==> src/rtl/rtc_alm_pkg.sv <==
package rtc_alm_pkg;
   localparam int unsigned FIELD_CNT = 3;
   localparam int unsigned NIB_W     = 4;
   typedef enum int unsigned {FLD_SEC = 0, FLD_MIN = 1, FLD_HOUR = 2} fld_e;
endpackage

==> src/rtl/rtc_alm_field_dec.sv <==
module rtc_alm_field_dec
   import rtc_alm_pkg::*;
#(
   parameter int unsigned DW      = 8,
   parameter bit          IS_HOUR = 1'b0
) (
   input  logic [DW-1:0] raw,
   input  logic          bin_mode,
   input  logic          h24_mode,
   output logic [DW-1:0] value
);
   localparam logic [DW-1:0] TEN    = DW'(10);
   localparam logic [DW-1:0] TWELVE = DW'(12);

   logic          twelve_h;
   logic [DW-1:0] body;
   logic [DW-1:0] tens;
   logic [DW-1:0] units;
   logic [DW-1:0] plain;

   assign twelve_h = IS_HOUR && !h24_mode;

   always_comb begin
      body  = twelve_h ? {1'b0, raw[DW-2:0]} : raw;
      tens  = {{(DW-NIB_W){1'b0}}, body[2*NIB_W-1:NIB_W]};
      units = {{(DW-NIB_W){1'b0}}, body[NIB_W-1:0]};
      plain = bin_mode ? body : (tens * TEN + units);
      if (twelve_h)
         value = (plain % TWELVE) + (raw[DW-1] ? TWELVE : '0);
      else
         value = plain;
   end
endmodule

==> src/rtl/rtc_alm_field_match.sv <==
module rtc_alm_field_match #(
   parameter int unsigned DW      = 8,
   parameter bit          IS_HOUR = 1'b0
) (
   input  logic [DW-1:0] cur_raw,
   input  logic [DW-1:0] alm_raw,
   input  logic          bin_mode,
   input  logic          h24_mode,
   output logic          hit
);
   logic [DW-1:0] cur_val;
   logic [DW-1:0] alm_val;
   logic          wild;

   rtc_alm_field_dec #(.DW(DW), .IS_HOUR(IS_HOUR)) i_cur_dec (
      .raw(cur_raw), .bin_mode(bin_mode), .h24_mode(h24_mode), .value(cur_val));

   rtc_alm_field_dec #(.DW(DW), .IS_HOUR(IS_HOUR)) i_alm_dec (
      .raw(alm_raw), .bin_mode(bin_mode), .h24_mode(h24_mode), .value(alm_val));

   assign wild = &alm_raw[DW-1:DW-2];
   assign hit  = wild || (cur_val == alm_val);
endmodule

==> src/rtl/rtc_alarm_match.sv <==
module rtc_alarm_match
   import rtc_alm_pkg::*;
#(
   parameter int unsigned DW = 8
) (
   input  logic          clk,
   input  logic          rst_n,
   input  logic          upd_stb,
   input  logic          bin_mode,
   input  logic          h24_mode,
   input  logic          freeze,
   input  logic          div_hold,
   input  logic [DW-1:0] cur_sec,
   input  logic [DW-1:0] cur_min,
   input  logic [DW-1:0] cur_hr,
   input  logic [DW-1:0] alm_sec,
   input  logic [DW-1:0] alm_min,
   input  logic [DW-1:0] alm_hr,
   output logic          alarm_pulse
);
   generate
      if (DW != 2 * NIB_W) begin : g_bad_dw
         $error("rtc_alarm_match: DW must be two BCD digits wide");
      end
   endgenerate

   logic [DW-1:0]        cur_arr [FIELD_CNT];
   logic [DW-1:0]        alm_arr [FIELD_CNT];
   logic [FIELD_CNT-1:0] field_hit;
   logic                 fire_d;
   logic                 pulse_q;

   assign cur_arr[FLD_SEC]  = cur_sec;
   assign cur_arr[FLD_MIN]  = cur_min;
   assign cur_arr[FLD_HOUR] = cur_hr;
   assign alm_arr[FLD_SEC]  = alm_sec;
   assign alm_arr[FLD_MIN]  = alm_min;
   assign alm_arr[FLD_HOUR] = alm_hr;

   generate
      for (genvar f = 0; f < FIELD_CNT; f++) begin : g_fld
         rtc_alm_field_match #(.DW(DW), .IS_HOUR(f == FLD_HOUR)) i_match (
            .cur_raw (cur_arr[f]),
            .alm_raw (alm_arr[f]),
            .bin_mode(bin_mode),
            .h24_mode(h24_mode),
            .hit     (field_hit[f]));
      end
   endgenerate

   assign fire_d = upd_stb && !freeze && !div_hold && (&field_hit);

   always_ff @(posedge clk) begin
      if (!rst_n) pulse_q <= 1'b0;
      else        pulse_q <= fire_d;
   end

   assign alarm_pulse = pulse_q;
endmodule

==> config.mk <==
export PLATFORM = sky130hd
export DESIGN_NAME = rtc_alarm_match
export DESIGN_NICKNAME = d
export VERILOG_FILES = /design/src/rtl/rtc_alm_pkg.sv /design/src/rtl/rtc_alm_field_dec.sv /design/src/rtl/rtc_alm_field_match.sv /design/src/rtl/rtc_alarm_match.sv
export SDC_FILE = /design/constraint.sdc
export NUM_CORES = 1
export LEC_CHECK = 0
export BUFFER_PORTS_ARGS = -buffer_cell sky130_fd_sc_hd__buf_2
export CAP_MARGIN = 20
export CORE_ASPECT_RATIO = 1.5
export CORE_MARGIN = 3
export CORE_UTILIZATION = 50
export DETAILED_ROUTE_END_ITERATION = 12
export HOLD_SLACK_MARGIN = 0.06
export PLACE_DENSITY_LB_ADDON = 0.05
export SLEW_MARGIN = 20
export SYNTH_ARGS = -nofsm -noshare
export SYNTH_HDL_FRONTEND = slang
export SYNTH_SLANG_ARGS = --single-unit
==> constraint.sdc <==
create_clock -name clk -period 11.9 [get_ports clk]
set_clock_uncertainty 0.15 [all_clocks]
set_input_delay 1.19 -clock clk [delete_from_list [all_inputs] [get_ports clk]]
set_output_delay 1.19 -clock clk [all_outputs]
set_load 0.05 [all_outputs]
* Word level (Yosys, flattened, before mapping)
Index checks and enable logic that the tools add are counted.
** Storage, ports and cells
- Register bits after elaboration :: 1
- Input port bits :: 55
- Output and inout bits :: 1
- Logic and storage cells :: 44
** Cells by class
- Add/subtract/negate cells :: 8
- $mul :: 6
- Div/mod/pow operators :: 2
- Equal/unequal tests :: 3
- Muxes and demuxes :: 12
- Reductions and logical operators :: 12
** Operator list (count)
- 8-bit 2-to-1 mux :: 10
- 8-bit by 4-bit adder with 8-bit output :: 8
- 4-bit by 3-bit multiplier with 7-bit output, second input constant :: 6
- 8-bit equality test :: 3
- 8-bit by 4-bit modulo with 8-bit output, second input constant :: 2
- 4-bit 2-to-1 mux :: 2
- 2-bit AND reduction :: 3
- 1-bit logical AND :: 3
- 1-bit logical OR :: 3
- 3-bit AND reduction :: 1
- 1-bit zero test :: 2

* Logic depth before layout (Yosys ltp)
- Depth after elaboration :: 11
- Mapped depth :: 19

* Hierarchy
From an unflattened synthesis, not the netlist that was laid out.
** Unflattened totals
- Cells, all modules :: 453
- Area total of the unflattened synthesis :: 3430.8 um^2
** Modules (own cells, without submodules)
- rtc_alm_field_dec (g_fld[0].i_match.i_alm_dec ...) :: times used 4, cells each 44, area each 342.8 um^2
- rtc_alm_field_dec (g_fld[2].i_match.i_alm_dec) :: times used 1, cells each 115, area each 918.4 um^2
- rtc_alm_field_dec (g_fld[2].i_match.i_cur_dec) :: times used 1, cells each 122, area each 827.0 um^2
- rtc_alm_field_match :: times used 3, cells each 12, area each 91.3 um^2
- rtc_alarm_match :: times used 1, cells each 4, area each 40.0 um^2

* Worst setup path after synthesis
Ideal clock, no wire load.
- Path type :: input -> register
- Start point :: input h24_mode
- End point :: register pulse_q, in the netlist alarm_pulse
- Setup time :: 0.086 ns
- Arrival time :: 4.962 ns
- Data required time :: 11.664 ns
- Path slack :: 6.702 ns
- Stages :: 17
- Cell sequence :: and2_1 -> buf_4 -> xor2_1 -> ha_1 -> inv_1 -> fa_1 -> xnor3_1 -> and3_1 -> o31a_1 -> a221oi_1 -> o211ai_1 -> ha_1 -> fa_1 -> xor2_1 -> nor4_1 -> a32oi_1 -> a221oi_2
** On the way
- Longest elaborated chain between the ends :: 11
- Elaborated cells between the ends (all ways) :: 18
- Classes of those cells :: add/sub (4); mul (2); div (2); eq/ne (1); mux (6); reduce/logical (3)
** RTL lines
- from (decl) :: RTL line rtc_alarm_match.sv:10 : input logic h24_mode,
- 8-bit 2-to-1 mux :: RTL line rtc_alm_field_dec.sv:24 : body = twelve_h ? {1'b0, raw[DW-2:0]} : raw;
- 4-bit by 3-bit multiplier with 7-bit output :: RTL line rtc_alm_field_dec.sv:27 : plain = bin_mode ? body : (tens * TEN + units);
- 8-bit by 4-bit adder with 8-bit output :: RTL line rtc_alm_field_dec.sv:27
- 8-bit 2-to-1 mux :: RTL line rtc_alm_field_dec.sv:27
- 8-bit by 4-bit modulo with 8-bit output :: RTL line rtc_alm_field_dec.sv:29 : value = (plain % TWELVE) + (raw[DW-1] ? TWELVE : '0);
- 8-bit by 4-bit adder with 8-bit output :: RTL line rtc_alm_field_dec.sv:29
- 8-bit 2-to-1 mux :: RTL line rtc_alm_field_dec.sv:28 : if (twelve_h)
- 8-bit equality test * :: RTL line rtc_alm_field_match.sv:22 : assign hit = wild || (cur_val == alm_val);
- 1-bit logical OR * :: RTL line rtc_alm_field_match.sv:22
- 3-bit AND reduction * :: RTL line rtc_alarm_match.sv:51 : assign fire_d = upd_stb && !freeze && !div_hold && (&field_hit);
- 1-bit logical AND * :: RTL line rtc_alarm_match.sv:51
- to (signal assigned) :: RTL line rtc_alarm_match.sv:55 : else pulse_q <= fire_d;
- to (decl) :: RTL line rtc_alarm_match.sv:31 : logic pulse_q;
Every way passes the cells marked *; elsewhere a longest branch is shown, timed or not.
A chain may end at the register's enable or synchronous reset.

* Final worst setup path
Ends and elaborated chain as after synthesis.

==> flow_summary.json <==
{
  "die_h_um": 102,
  "synth.area.top_cells": "ha_1, xnor2_1, fa_1",
  "routedWlPerCell_um": 14.8,
  "max-slew-margin-rel_pct": 56.6,
  "antenna_found_initial": 0,
  "drt-vias-per-instance": 5.86,
  "routed_wirelength_mm": 7.42,
  "die-width_um": 70.0,
  "fin_crit_ns": 5.74,
  "ys_seq_area_share_pct": 0.651,
  "busiest_layer": "met2",
  "power_frac_seq_pct": 1.6,
  "synthToLayoutAreaGrowth_pct": 11.0,
  "power_density_nw_per_um2": 64.2,
  "synth_cell_types": 68,
  "switching_share_pct": 52.2,
  "dr.first_iter.drc_count": 165,
  "drt_pass1_iterations": 4,
  "ys_warn_count": 0,
  "clkPwrFrac_pct": 0,
  "endpoint_kind": "register",
  "n_antenna_cell": 0,
  "detail-route-antenna-nets": 0,
  "slowest_delay_ns": 0.45,
  "slew_viol_final": 0,
  "cp-start-kind": "input pin",
  "rsz0062_at_grt": "no",
  "tns_ns": 0,
  "start_util_pct": 52.4,
  "final_cell_mix": "buf_2, ha_1, xnor2_1, nand2_1, xor2_1",
  "synth_nets": 492,
  "postCtsHoldBufs": 0,
  "crit_buf_inv": 3,
  "switchingPower_uw": 114,
  "worst-setup-path-type": "input pin to register",
  "p_total_uw": 219,
  "ys_async_sr_fraction_pct": 0,
  "port-buffer-count": 55,
  "use_met1_pct": 24.7,
  "syn_area_per_cell_um2": 8.07,
  "ctsResizeCount": 0,
  "layout-drive-gt1-share_pct": 15.6,
  "first_global_vias": 2865,
  "place.gp.congestion": 0.881,
  "final_common_cell": "buf_2",
  "path_max_fanout": 7,
  "synthCells": 381,
  "final_core_util_pct": 58.2,
  "setup_viol": 0,
  "hold_violations": 0,
  "clock.fmax_mhz": 174,
  "path_cells": "buf_2, and2_1, xor2_1, ha_1, inv_1, fa_1, xnor2_1, nand2_1, o21ai_0, clkbuf_2, nor4b_2, a211oi_1, o211ai_1, ha_1, fa_1, xor2_1, nor4_1, a32oi_1, a221oi_2",
  "status": "completed",
  "cp.arrival_ns": 5.50,
  "dpl.hpwl_mm": 6.45,
  "vias": 2940,
  "die-area_um2": 7150,
  "largest_reg_flops": 1,
  "share_comb_of_total_power_pct": 98.4,
  "vdd_drop_max_v": 0.0000357,
  "yosys.area.top_type": "ha_1",
  "synth_top_area_share_pct": 17.1,
  "ys.flop_type": "dfxtp_1",
  "synth_seq_cells": 1,
  "groute.usage.overall_pct": 20.7,
  "coreArea_um2": 5870,
  "grt_overflow": 0,
  "holdCritPathClass": "input pin to register",
  "hold_depth": 3,
  "met3_usage_pct": 0.886,
  "num-nets-final": 543,
  "p_leak_uw": 0.00155,
  "met2_usage_pct": 41.2,
  "post_cts.repair.setup_buffers": 0,
  "ioPinCount": 56,
  "cp_data_required_time_ns": 11.66,
  "maxCapViolations": 0,
  "rows": 34,
  "holdPathEnd": "alarm_pulse$_SDFF_PN0_",
  "crit_slowest_cell": "fa_1",
  "fin_crit_sh_pct": 48.3,
  "grt_pass1_wl_mm": 12.5,
  "path_clk_slew_ns": 0,
  "cp_top_family": "adder cells",
  "grt_max_degree": 52,
  "synth-edff-count": 0,
  "worst_pin_slew_ns": 0.651,
  "p_int_uw": 105,
  "synthesis.area_um2": 3080,
  "min_from": "alm_min[7]",
  "drc": 0
}
## worst max path at each step
stage	startpoint	end	slack [ns]	depth (start not counted)
6_report	h24_mode	alarm_pulse$_SDFF_PN0_	6.16	19
5_1_grt	h24_mode	alarm_pulse$_SDFF_PN0_	5.62	19
4_1_cts	h24_mode	alarm_pulse$_SDFF_PN0_	5.94	18
3_5_place_dp	h24_mode	alarm_pulse$_SDFF_PN0_	5.95	18
3_3_place_gp	h24_mode	alarm_pulse$_SDFF_PN0_	6.12	18
2_1_floorplan	h24_mode	alarm_pulse$_SDFF_PN0_	6.70	17
## Yosys cell counts, types with 2 or more instances
cell       count
a21o_1        10
and2_1         7
a2111oi_2      3
nand2_1       29
a22o_1         2
nand2b_1       4
mux2i_1        5
nand4_1        2
a211oi_1       5
nor2_1        17
o21ai_1        3
o311ai_1       2
o2111ai_1      3
xnor3_1        4
xor3_1         2
nand3_1       12
clkbuf_1       2
nor4_1         3
inv_1         23
a31oi_1        3
xnor2_1       40
buf_2          4
nand3b_1       2
and3_1         5
o2bb2ai_1      2
o32ai_1        2
o21ai_0       14
o31ai_1        4
nor3b_1        5
xor2_1        25
a211o_1        3
nor3_1        14
o211ai_1       2
a21oi_1       19
fa_1          14
nor2b_1        7
o21a_1         3
ha_1          42
o31a_1         4
## final cells by class
type	instances	area [µm²]
multi-input cells	348	2930
fillers	581	2460
repair buffers	57	288
inverters	24	90.1
well taps	72	90.1
flip-flops and latches	1	20.0
## worst min-delay path: cells and delay by family
family	cells	cell delay, ns
AOI/OAI and AO/OA	1	0.05
and+or+nand+nor	1	0.09
buffers and inverters	1	0.14
## power groups by stage
stage               registers [µW]  clock network (µW)  logic [µW]
floorplan                     3.45                   0         167
global placement              3.43                   0         212
global route                  3.43                   0         243
detailed placement            3.43                   0         216
CTS                           3.43                   0         217
finish                        3.43                   0         216
## per-stage QoR
step	setup WS, ns	cell area (µm²)	cells	hold slack, ns
2_1_floorplan	6.70	3080	381	1.19
3_3_place_gp	6.12	3410	501	1.38
6_report	6.16	3410	502	1.39
5_1_grt	5.62	3410	502	1.42
3_5_place_dp	5.95	3410	501	1.39
4_1_cts	5.94	3410	501	1.39
## cells by family after synthesis
family                     Yosys count  synth area share, %
AOI/OAI and AO/OA                  102                 25.0
xor gates and xnor gates            71                 23.0
adders and majority gates           56                 26.2
buffers and inverters               32                 4.19
DFF                                  1                0.651
muxes                                5                 1.63
and+or+nand+nor                    114                 19.4
## per-layer routing
metal	part of all wire (%)	vias to the layer above	routed length [µm]
met4	1.3	0	99
met1	42	1371	3110
met2	54	47	4000
met3	2.9	8	212
li1	-	1514	-
met5	0	-	0
No activity file was read; power rests on OpenSTA's default activity.
